==> src/rtl/sbm_pkg.sv <==
package sbm_pkg;

  // Four phases shared by both flavours; the order is the transaction sequence.
  typedef enum logic [1:0] {
    ST_IDLE   = 2'd0,
    ST_ISSUE  = 2'd1,
    ST_AWAIT  = 2'd2,
    ST_FINISH = 2'd3
  } sbmState_t;

  // Strobes from control to datapath.
  typedef struct packed {
    logic strobe;    // address strobe cycle
    logic writeLow;  // drive the direction line low
    logic capture;   // latch the read word
    logic advance;   // step the address counter
    logic idle;      // master idle, bus free
  } sbmCtl_t;

endpackage

==> src/rtl/sbm_control.sv <==
module sbm_control
  import sbm_pkg::*;
#(
  parameter bit IS_WRITE = 1'b0
) (
  input  logic    clk,
  input  logic    rst,
  input  logic    stepEn,
  input  logic    ackN,
  output sbmCtl_t ctl
);

  sbmState_t state, stateNext;

  always_comb begin
    stateNext = state;
    unique case (state)
      ST_IDLE:   if (stepEn) stateNext = ST_ISSUE;
      ST_ISSUE:  stateNext = ST_AWAIT;
      ST_AWAIT:  if (!ackN) stateNext = ST_FINISH;
      ST_FINISH: stateNext = ST_IDLE;
      default:   stateNext = ST_IDLE;
    endcase
  end

  always_ff @(posedge clk) begin
    if (rst) state <= ST_IDLE;
    else     state <= stateNext;
  end

  always_comb begin
    ctl.strobe   = (state == ST_ISSUE);
    ctl.writeLow = IS_WRITE && ((state == ST_ISSUE) || (state == ST_AWAIT));
    ctl.capture  = !IS_WRITE && (state == ST_FINISH);
    ctl.advance  = (state == ST_FINISH);
    ctl.idle     = (state == ST_IDLE);
  end

  // no step, no departure from idle
  a_r2_hold_idle: assert property (@(posedge clk) disable iff (rst)
    (state == ST_IDLE && !stepEn) |=> (state == ST_IDLE));

  // the issue phase lasts one cycle
  a_r3_issue_once: assert property (@(posedge clk) disable iff (rst)
    (state == ST_ISSUE) |=> (state == ST_AWAIT));

  // keep waiting while acknowledge is high
  a_r5_hold_wait: assert property (@(posedge clk) disable iff (rst)
    (state == ST_AWAIT && ackN) |=> (state == ST_AWAIT));

  // finish always returns to idle
  a_r8_back_idle: assert property (@(posedge clk) disable iff (rst)
    (state == ST_FINISH) |=> (state == ST_IDLE));

  // reset lands in idle
  a_r10_reset_idle: assert property (@(posedge clk)
    rst |=> (state == ST_IDLE));

endmodule

==> src/rtl/sbm_datapath.sv <==
module sbm_datapath
  import sbm_pkg::*;
#(
  parameter int                ADDR_W     = 32,
  parameter int                DATA_W     = 32,
  parameter int                CNT_W      = 16,
  parameter bit                IS_WRITE   = 1'b0,
  parameter logic [DATA_W-1:0] WRITE_WORD = '1
) (
  input  logic              clk,
  input  logic              rst,
  input  sbmCtl_t           ctl,
  input  logic [DATA_W-1:0] dataIn,
  output logic              asN,
  output logic              wrN,
  output logic [ADDR_W-1:0] addrOut,
  output logic [DATA_W-1:0] dataOut,
  output logic              inInit,
  output logic [DATA_W-1:0] readData
);

  typedef logic [CNT_W-1:0] cnt_t;
  localparam cnt_t CNT_ONE = cnt_t'(1);

  cnt_t              count;
  logic [DATA_W-1:0] holdReg;

  always_ff @(posedge clk) begin
    if (rst)              count <= '0;
    else if (ctl.advance) count <= count + CNT_ONE;
  end

  always_ff @(posedge clk) begin
    if (rst)              holdReg <= '0;
    else if (ctl.capture) holdReg <= dataIn;
  end

  generate
    if (IS_WRITE) begin : g_wrData
      assign dataOut = WRITE_WORD;
    end else begin : g_rdData
      assign dataOut = '0;
    end
  endgenerate

  assign asN      = ~ctl.strobe;
  assign wrN      = ~ctl.writeLow;
  assign inInit   = ctl.idle;
  assign addrOut  = ADDR_W'(count);
  assign readData = holdReg;

  // strobe never lasts two cycles
  a_r3_strobe_pulse: assert property (@(posedge clk) disable iff (rst)
    !asN |=> asN);

  // address constant unless advancing
  a_r9_addr_stable: assert property (@(posedge clk) disable iff (rst)
    !ctl.advance |=> $stable(addrOut));

  // advance is exactly one step (modulo counter width)
  a_r9_addr_step: assert property (@(posedge clk) disable iff (rst)
    ctl.advance |=> (count == cnt_t'($past(count) + CNT_ONE)));

  // read word only changes on capture
  a_r6_hold_stable: assert property (@(posedge clk) disable iff (rst)
    !ctl.capture |=> $stable(readData));

  // busy flag high during strobe
  a_r8_busy_on_strobe: assert property (@(posedge clk) disable iff (rst)
    !asN |-> !inInit);

  generate
    if (IS_WRITE) begin : g_wrChk
      // write direction accompanies the strobe
      a_r4_write_dir: assert property (@(posedge clk) disable iff (rst)
        !asN |-> !wrN);
    end
  endgenerate

  // counter cleared by reset
  a_r10_reset_count: assert property (@(posedge clk)
    rst |=> (count == '0));

endmodule

==> src/rtl/stepped_bus_master.sv <==
module stepped_bus_master
  import sbm_pkg::*;
#(
  parameter int                ADDR_W     = 32,
  parameter int                DATA_W     = 32,
  parameter int                CNT_W      = 16,
  parameter bit                IS_WRITE   = 1'b0,
  parameter logic [DATA_W-1:0] WRITE_WORD = 32'hC0DE_0001
) (
  input  logic              clk,
  input  logic              rst,
  input  logic              stepEn,
  input  logic              ackN,
  input  logic [DATA_W-1:0] dataIn,
  output logic              asN,
  output logic              wrN,
  output logic [ADDR_W-1:0] addrOut,
  output logic [DATA_W-1:0] dataOut,
  output logic              inInit,
  output logic [DATA_W-1:0] readData
);

  sbmCtl_t ctl;

  sbm_control #(
    .IS_WRITE(IS_WRITE)
  ) u_control (
    .clk   (clk),
    .rst   (rst),
    .stepEn(stepEn),
    .ackN  (ackN),
    .ctl   (ctl)
  );

  sbm_datapath #(
    .ADDR_W    (ADDR_W),
    .DATA_W    (DATA_W),
    .CNT_W     (CNT_W),
    .IS_WRITE  (IS_WRITE),
    .WRITE_WORD(WRITE_WORD)
  ) u_datapath (
    .clk     (clk),
    .rst     (rst),
    .ctl     (ctl),
    .dataIn  (dataIn),
    .asN     (asN),
    .wrN     (wrN),
    .addrOut (addrOut),
    .dataOut (dataOut),
    .inInit  (inInit),
    .readData(readData)
  );

endmodule

==> config.mk <==
export PLATFORM = sky130hd
export DESIGN_NAME = stepped_bus_master
export DESIGN_NICKNAME = d
export VERILOG_FILES = /design/src/rtl/sbm_pkg.sv /design/src/rtl/sbm_control.sv /design/src/rtl/sbm_datapath.sv /design/src/rtl/stepped_bus_master.sv
export SDC_FILE = /design/constraint.sdc
export NUM_CORES = 1
export LEC_CHECK = 0
export ABC_AREA = 1
export CAP_MARGIN = 20
export CORE_MARGIN = 2
export CORE_UTILIZATION = 50
export DETAILED_ROUTE_END_ITERATION = 7
export DONT_BUFFER_PORTS = 1
export PLACE_DENSITY = 0.68
export SYNTH_ARGS = -nofsm -noshare
export SYNTH_HDL_FRONTEND = slang
export SYNTH_HIERARCHICAL = 1
export SYNTH_SLANG_ARGS = --single-unit
==> constraint.sdc <==
create_clock -name clk -period 2.4 [get_ports clk]
set_clock_uncertainty 0.1 [all_clocks]
set_input_delay 0.6 -clock clk [delete_from_list [all_inputs] [get_ports clk]]
set_output_delay 0.6 -clock clk [all_outputs]
set_load 0.005 [all_outputs]
==> flow_metrics.py, run 1 <==
metrics = {
    "run": {
        "max-cap-violations": 0,
    },
    "floorplan": {
        "row_count": 25,
        "pin_count": 135,
        "die_x_um": 74.2,
        "start_util_pct": 51.9,
        "core-area_um2": 4750,
        "die_h_um": 74.2,
        "die-area_um2": 5510,
    },
    "synthesis": {
        "syn_avg_cell_area_um2": 7.19,
        "ys_ff_latch": 50,
        "synthesis.area_um2": 2470,
        "synth_area_leaders": "dfxtp_1 41%, buf_4 16%, nor2_1 15%",
        "synth_flop_cell": "dfxtp_1",
        "yosysMostFrequentCell": "nor2_1",
        "synth_top_cell_area_share_pct": 40.6,
        "synth_cell_type_count": 20,
        "synth-async-reset-ratio_pct": 0,
        "synth_largest_area_cell": "dfxtp_1",
        "ys_warn_count": 6,
        "synth_edf_count": 0,
        "synthTopCellsByCount": "98 x nor2_1, 51 x buf_4, 50 x dfxtp_1",
        "synth_seq_area_share_pct": 40.6,
        "syn_inst": 343,
    },
    "clock_network": {
        "cts_resized": 0,
        "clk_latency_ns": 0.30,
        "cts.path.max_buffers": 2,
        "path_clk_slew_ns": 0.09,
        "htree_levels": 2,
        "post_cts_buffers": 0,
        "cts_sinks": 50,
        "hold_buffers": 0,
        "root_buffer": "clkbuf_8",
        "cts_tree": "done",
        "cts_buffers": 5,
    },
    "worst_hold_path": {
        "hold_path_class": "input port to flop",
    },
    "critical_path": {
        "timing_worst_setup_path_type": "flop to flop",
        "worstPathArrival_ns": 1.88,
        "worstSetupStartpointType": "flop",
        "end_kind": "flop",
        "cp.required_ns": 2.54,
        "rrSetupSlack_ns": 0.66,
        "path_max_fanout": 32,
    },
    "global_route": {
        "grt.overflow.total": 0,
        "antenna_found_initial": 0,
        "grt_max_degree": 45,
        "grt_pass1_wl_um": 7430,
        "grt_pass1_vias": 1659,
        "grt_usage_pct": 17.4,
    },
    "timing": {
        "tns_ns": 0,
        "fmax_mhz": 574,
        "final-hold-violation-count": 0,
        "slew_headroom_pct": 38.1,
        "period_share_pct": 72.6,
        "grt_setup_unrepaired": "no",
        "period_needed_ns": 1.74,
        "setup_viol": 0,
        "drv_slew": 0,
        "worst_pin_slew_ns": 0.928,
    },
    "power": {
        "peakVddDrop_mv": 0.340,
        "power.leakage_nw": 1.13,
        "power.density_nw_per_um2": 802,
    },
    "detailed_routing": {
        "wl_per_cell_um": 11.6,
        "num_vias": 1880,
        "drc": 0,
        "vias_per_cell": 4.62,
        "wl_um": 4730,
        "drt_iter0_drc": 142,
        "ant_nets": 0,
        "drt_pass1_iterations": 4,
    },
    "layout": {
        "diodes": 0,
        "nets": 381,
        "post-route-util_pct": 50.9,
        "area_growth_pct": -1.93,
        "drive_above_1_share_pct": 5.00,
    },
    "placement": {
        "dpl.hpwl_um": 3400,
        "gp_congestion": 0.755,
        "io_buffer_count": 0,
    },
    "status": {
        "status": "finished, final reports clean",
    },
}
-- cell families after synthesis --
family          count (synthesis)  synth area share, %
buf+inv                        85                 20.7
flops                          50                 40.6
xor+xnor                        1                0.355
simple gates                  152                 25.2
compound gates                 47                 9.79
other cells                     2                0.304
fa+ha+maj                       6                 3.04
-- metrics by stage --
step	std cells	cell area, um2	worst slack [ns]	hold slack, ns	total power, mW
4_1_cts	407	2420	0.644	0.242	1.97
5_1_grt	407	2420	0.474	0.235	2.08
2_1_floorplan	390	2640	0.930	0.387	1.44
3_5_place_dp	399	2330	0.659	0.420	1.46
3_3_place_gp	399	2330	0.711	0.407	1.45
6_report	407	2420	0.657	0.256	1.94
-- worst max-delay path, cell delays in order (launching register included) --
cell	delay [ns]
dfxtp_1	0.35
ha_1	0.27
inv_1	0.70
nor2_1	0.11
nor2_1	0.15
-- final cells by class --
| type | count | area (um2) |
|---|---|---|
| Multi-Input combinational cell | 255 | 1130 |
| Timing Repair Buffer | 3 | 22.5 |
| Clock buffer | 7 | 86.3 |
| Fill cell | 487 | 2330 |
| Inverter | 24 | 90.1 |
| Tap cell | 67 | 83.8 |
| Clock inverter | 1 | 5.00 |
| Sequential cell | 50 | 1000 |
-- layer usage --
layer	vias up	GRT usage, %	share of wire, %
met3	8	6.23	8.9
met5	-	0	0
met2	90	29.0	46
li1	963	-	-
met1	819	20.7	44
met4	0	6.75	1.6
-- power by group --
part           internal, mW  total, mW  switching [mW]
combinational         0.121      0.357           0.236
clock                 0.233      0.504           0.271
sequential            0.969       1.08           0.111
-- cells in the final DEF (no fill, tap or decap) --
cell,netlist,routed
nand3_1,10,10
ha_1,6,6
inv_2,1,1
buf_4,51,3
clkbuf_8,0,6
clkinv_2,0,1
nand3_2,1,1
nand2_2,4,4
a31oi_1,1,1
inv_1,23,23
dfxtp_1,50,50
conb_1,2,49
xnor2_1,1,1
nor3_4,1,1
a21oi_1,7,7
clkbuf_1,9,1
nor2_1,98,98
nand4_1,4,4
o21ai_0,37,37
o21bai_1,2,2
nand2_1,34,34
-- registers in the layout, indices dropped and copies added (netlist names) --
signal	flops
u_control/state	2
u_datapath/readData	32
u_datapath/count	16
-- worst paths after layout --
check	to	cells after the start	from
setup / recovery	u_datapath/readData[3]$_SDFFE_PP0P_	4	u_control/state[0]$_SDFFE_PP0P_
hold / removal	u_datapath/count[7]$_SDFFE_PP0P_	1	rst
setup reg to reg	u_datapath/readData[3]$_SDFFE_PP0P_	4	u_control/state[0]$_SDFFE_PP0P_
hold reg to reg	u_datapath/readData[4]$_SDFFE_PP0P_	2	u_datapath/readData[4]$_SDFFE_PP0P_
(Power assumes the default switching activity.)
==> inputs of run 2 (changes only) <==
--- a/config.mk
+++ b/config.mk
@@ -11,7 +11,7 @@
 export CORE_UTILIZATION = 50
 export DETAILED_ROUTE_END_ITERATION = 7
 export DONT_BUFFER_PORTS = 1
-export PLACE_DENSITY = 0.68
+export PLACE_DENSITY = 0.71
 export SYNTH_ARGS = -nofsm -noshare
 export SYNTH_HDL_FRONTEND = slang
 export SYNTH_HIERARCHICAL = 1
==> constraint.sdc (replaced) <==
create_clock -name clk -period 1.5 [get_ports clk]
set_clock_uncertainty 0.1 [all_clocks]
set_input_delay 0.375 -clock clk [delete_from_list [all_inputs] [get_ports clk]]
set_output_delay 0.375 -clock clk [all_outputs]
set_load 0.005 [all_outputs]
==> run 2 against run 1 <==
Against the previous run:
- routed wire length up 2.0%
- final area rose by 7.9%
- critical path depth unchanged
- combinational power grew 110%
- via count rose by 2.9%
- power rose by 69%
- largest cell class unchanged
==> flow_metrics.py, run 2 (synthesized netlist as in run 1, its figures left out) <==
metrics = {
    "clock_network": {
        "cts_tree": "done",
        "hold_buffers": 0,
        "cts_sinks": 50,
        "root_buffer": "clkbuf_8",
        "clk_latency_ns": 0.29,
        "cts.path.max_buffers": 2,
        "htree_levels": 2,
        "path_clk_slew_ns": 0.09,
        "cts_buffers": 5,
    },
    "layout": {
        "drive_above_1_share_pct": 13.3,
        "largest_reg_flops": 32,
        "nets": 395,
        "area_growth_pct": 5.83,
        "final_common_cell": "nor2_1",
        "post-route-util_pct": 54.9,
        "final_cell_mix": "95 x nor2_1, 49 x conb_1, 45 x dfxtp_1, 37 x o21ai_0, 33 x nand2_1",
        "diodes": 0,
        "instances_no_fill": 421,
    },
    "detailed_routing": {
        "wl_um": 4830,
        "ant_nets": 0,
        "drc": 0,
        "vias_per_cell": 4.60,
        "num_vias": 1935,
        "drt_iter0_drc": 95,
        "drt_pass1_iterations": 4,
        "wl_per_cell_um": 11.5,
    },
    "timing": {
        "grt_setup_unrepaired": "yes",
        "drv_slew": 0,
        "setup_viol": 0,
        "period_share_pct": 96.5,
        "period_needed_ns": 1.45,
        "final-hold-violation-count": 0,
        "fmax_mhz": 691,
    },
    "worst_hold_path": {
        "hold_path_class": "input port to flop",
    },
    "power": {
        "fin_total_pwr_mw": 3.28,
        "peakVddDrop_mv": 0.732,
        "power.leakage_nw": 1.21,
        "power.density_nw_per_um2": 1260,
    },
    "global_route": {
        "grt.overflow.total": 0,
        "grt_pass1_wl_um": 7420,
        "grt_pass1_vias": 1724,
        "antenna_found_initial": 0,
        "grt_usage_pct": 17.3,
        "grt_max_degree": 28,
    },
    "critical_path": {
        "path_max_fanout": 3,
        "crit_path_top_delay_cell": "dfxtp_2",
        "worstPathArrival_ns": 0.97,
        "timing_worst_setup_path_type": "flop to output port",
        "cp_cell_sequence": "buf_6 -> inv_6 -> ha_4 -> inv_2",
        "crit_path_max_incr_delay_ns": 0.34,
        "worstSetupStartpointType": "flop",
        "cp.required_ns": 1.02,
        "end_kind": "output port",
    },
    "run": {
        "max-cap-violations": 0,
    },
    "floorplan": {
        "die_x_um": 74.2,
        "die_h_um": 74.2,
        "die-area_um2": 5510,
        "core-area_um2": 4750,
        "start_util_pct": 51.9,
        "row_count": 25,
        "pin_count": 135,
    },
    "placement": {
        "dp_cells": 411,
        "gp_congestion": 0.881,
        "io_buffer_count": 0,
        "dpl.hpwl_um": 3540,
    },
    "status": {
        "status": "finished, final reports clean",
    },
}
run 2: final timing paths:
check | from | to | slack, ns | cells after the start
hold reg to reg | u_datapath/readData[30]$_SDFFE_PP0P_ | u_datapath/readData[30]$_SDFFE_PP0P_ | 0.43 | 2
setup / recovery | u_control/state[1]$_SDFFE_PP0P_ | asN | 0.05 | 4
hold / removal | rst | u_datapath/count[7]$_SDFFE_PP0P_ | 0.04 | 1
setup reg to reg | u_datapath/count[1]$_SDFFE_PP0P_ | u_datapath/count[10]$_SDFFE_PP0P_ | 0.09 | 7
run 2: timing repair:
action	4_1_cts	5_1_grt
setup endpoints to repair	2	34
pin swaps	1	1
gates resized for setup	5	20
setup buffers	0	2
hold endpoints to repair	0	0
run 2: worst max-delay path: cells and delay by family, from the launching register on:
family     cells  cell delay (ns)
buf+inv        3             0.19
flops          1             0.34
fa+ha+maj      1             0.14
run 2: through the flow:
| stage | worst slack, ns | hold WS [ns] | cell area (um2) | setup TNS (ns) |
|---|---|---|---|---|
| finish | 0.0526 | 0.0352 | 2610 | 0 |
| global route | -0.0147 | 0.0170 | 2610 | -0.0208 |
| CTS | 0.00280 | 0.0189 | 2530 | 0 |
| detailed placement | 0.0526 | 0.351 | 2430 | 0 |
| global placement | 0.100 | 0.349 | 2430 | 0 |
| floorplan | 0.0644 | 0.347 | 2640 | 0 |
run 2: area by class of cell:
cell class	count	area, um2
clock buffer	7	86.3
clock inverter	1	5.00
fill	461	2140
inverter	24	97.6
multi-input combinational	255	1180
sequential	50	1010
tap	67	83.8
timing repair buffer	17	148
run 2: routing by layer:
layer  global-route usage, %  vias up  share of wire (%)
met4                    6.55        0                1.3
met1                    20.5      868                 43
met5                       0        -                  0
li1                        -      987                  -
met2                    29.5       73                 47
met3                    5.56        7                8.0
run 2: power breakdown:
part	switching [mW]	leakage (nW)	total [mW]	internal, mW
registers	0.165	0.408	1.72	1.56
logic	0.458	0.756	0.765	0.307
clock network	0.417	0.0482	0.790	0.373
==> inputs of run 3 (changes only) <==
--- a/config.mk
+++ b/config.mk
@@ -12,6 +12,7 @@
 export DETAILED_ROUTE_END_ITERATION = 7
 export DONT_BUFFER_PORTS = 1
 export PLACE_DENSITY = 0.71
+export REMOVE_ABC_BUFFERS = 1
 export SYNTH_ARGS = -nofsm -noshare
 export SYNTH_HDL_FRONTEND = slang
 export SYNTH_HIERARCHICAL = 1
==> run 3 against run 2 <==
Against the previous run:
- flip-flop and latch count unchanged
- clock-buffer cell count shrank 2
- global-route usage down 0.13 points
- critical endpoint is now inInit
- largest cell class unchanged
- sequential share of layout area fell by 0.33 points
- combinational power increased by 7.8%
- die area did not move
- core utilization grew 0.47 points
- cell count fell by 0.71%
- power grew 6.4%
- first-iteration DRC count shrank 22%
==> flow_metrics.py, run 3 (synthesized netlist as in run 1, its figures left out) <==
metrics = {
    "status": {
        "status": "finished, final reports clean",
    },
    "global_route": {
        "grt_pass1_vias": 1723,
        "grt.overflow.total": 0,
        "grt_pass1_wl_um": 7420,
        "grt_usage_pct": 17.2,
        "grt_max_degree": 33,
        "antenna_found_initial": 0,
    },
    "layout": {
        "final_common_cell": "nor2_1",
        "final_cell_mix": "95 x nor2_1, 49 x conb_1, 45 x dfxtp_1, 37 x o21ai_0, 33 x nand2_1",
        "post-route-util_pct": 55.4,
        "area_growth_pct": 6.74,
        "nets": 392,
        "drive_above_1_share_pct": 12.8,
        "register_area_um2": 1010,
        "largest_reg_flops": 32,
        "diodes": 0,
        "fillers": 446,
        "multi_input_area_um2": 1200,
        "instances_no_fill": 418,
    },
    "power": {
        "p_switching_mw": 1.09,
        "p_clk_share_pct": 26.6,
        "power.density_nw_per_um2": 1320,
        "fin_total_pwr_mw": 3.49,
        "comb_power_share_pct": 23.6,
        "pwr-share-seq_pct": 49.7,
        "power.internal_mw": 2.40,
        "power.leakage_nw": 1.23,
        "peakVddDrop_mv": 0.803,
        "switching_share_pct": 31.2,
    },
    "timing": {
        "period_share_pct": 98.3,
        "drv_slew": 0,
        "tns_ns": 0,
        "setup_viol": 0,
        "fmax_mhz": 678,
        "fin_hold_ws_ns": 0.0361,
        "final-hold-violation-count": 0,
        "period_needed_ns": 1.47,
        "grt_setup_unrepaired": "yes",
    },
    "clock_network": {
        "hold_buffers": 0,
        "cts.path.max_buffers": 2,
        "cts_buffers": 5,
        "path_clk_slew_ns": 0.09,
        "cts_tree": "done",
        "root_buffer": "clkbuf_8",
        "clk_latency_ns": 0.29,
        "cts_sinks": 50,
        "htree_levels": 2,
    },
    "floorplan": {
        "pin_count": 135,
        "core-area_um2": 4750,
        "start_util_pct": 51.9,
        "die_h_um": 74.2,
        "row_count": 25,
        "die-area_um2": 5510,
        "die_x_um": 74.2,
    },
    "detailed_routing": {
        "highest_layer": "met4",
        "ant_nets": 0,
        "wl_met2_um": 2360,
        "vias_per_cell": 4.72,
        "wl_per_cell_um": 11.9,
        "wl_um": 4970,
        "drt_pass1_iterations": 5,
        "drt_iter0_drc": 74,
        "drc": 0,
        "met1_length_um": 1990,
        "num_vias": 1972,
        "routed-wl-met3_um": 579,
    },
    "placement": {
        "gp_congestion": 0.799,
        "dpl.hpwl_um": 3490,
        "io_buffer_count": 0,
        "dp_cells": 407,
    },
    "critical_path": {
        "end_kind": "output port",
        "cp.required_ns": 1.02,
        "cp_top_family": "flip-flops",
        "path_max_fanout": 3,
        "timing_worst_setup_path_type": "flop to output port",
        "cp_cell_sequence": "buf_6 -> inv_4 -> ha_4",
        "crit_path_max_incr_delay_ns": 0.37,
        "worstPathArrival_ns": 1.00,
        "worstSetupStartpointType": "flop",
        "crit_path_top_delay_cell": "dfxtp_2",
        "crit_buf_inv": 2,
    },
    "run": {
        "max-cap-violations": 0,
    },
    "worst_hold_path": {
        "hold_path_class": "input port to flop",
    },
}
-- run 3: changes by cell type in the layout (fill, tap and decap cells not counted), sizes merged --
cell	delta
clkinv	+1
clkbuf	-2
bufinv	+1
buf	-3
-- run 3: layout make-up --
cell class / count / share of cell area [%]
Multi-Input combinational cell: 255 / 45.6
Timing Repair Buffer: 14 / 5.04
Clock buffer: 5 / 2.61
Clock inverter: 3 / 1.52
Sequential cell: 50 / 38.3
Inverter: 24 / 3.71
Tap cell: 67 / 3.18
-- run 3: power groups by stage --
| stage | clock network (mW) | registers [mW] | logic (mW) |
|---|---|---|---|
| 2_1_floorplan | 0 | 1.71 | 0.453 |
| 3_3_place_gp | 0 | 1.74 | 0.642 |
| 3_5_place_dp | 0 | 1.74 | 0.668 |
| 4_1_cts | 0.968 | 1.72 | 0.688 |
| 5_1_grt | 1.01 | 1.76 | 0.939 |
| 6_report | 0.929 | 1.74 | 0.825 |
-- run 3: final timing paths --
kind | startpoint | endpoint | slack [ns] | depth (start not counted)
worst max-delay path | u_control/state[0]$_SDFFE_PP0P_ | inInit | 0.03 | 3
worst min-delay path | rst | u_datapath/count[9]$_SDFFE_PP0P_ | 0.04 | 1
worst max register to register | u_control/state[1]$_SDFFE_PP0P_ | u_datapath/count[7]$_SDFFE_PP0P_ | 0.07 | 9
worst min register to register | u_datapath/readData[11]$_SDFFE_PP0P_ | u_datapath/readData[11]$_SDFFE_PP0P_ | 0.43 | 2
-- run 3: per-stage QoR --
stage          setup WS, ns  area, um2
4_1_cts             -0.0137       2520
3_5_place_dp       -0.00214       2400
3_3_place_gp         0.0530       2400
2_1_floorplan        -0.486       2220
5_1_grt             -0.0147       2630
6_report             0.0260       2630
-- run 3: repair_timing --
item / in CTS / in global routing
setup endpoints to repair: 5 / 40
pin swaps: 1 / 2
endpoints found under the hold margin: 0 / 0
buffers inserted: 0 / 3
gates resized for setup: 6 / 24
-- run 3: worst register-to-register path: stages (launching register included) --
cell and delay [ns]:
dfxtp_2 0.34, buf_4 0.11, ha_4 0.16, nand2_1 0.07
inv_1 0.14, nand2_4 0.10, nor2_1 0.14, nand2_1 0.07
nand2_1 0.07, nor2_1 0.04
-- run 3: routing by layer --
layer  global-route usage [%]  vias to the layer above
li1                         -                      984
met3                     7.18                        5
met5                        0                        -
met4                     4.96                        0
met2                     30.6                       97
met1                     18.8                      886
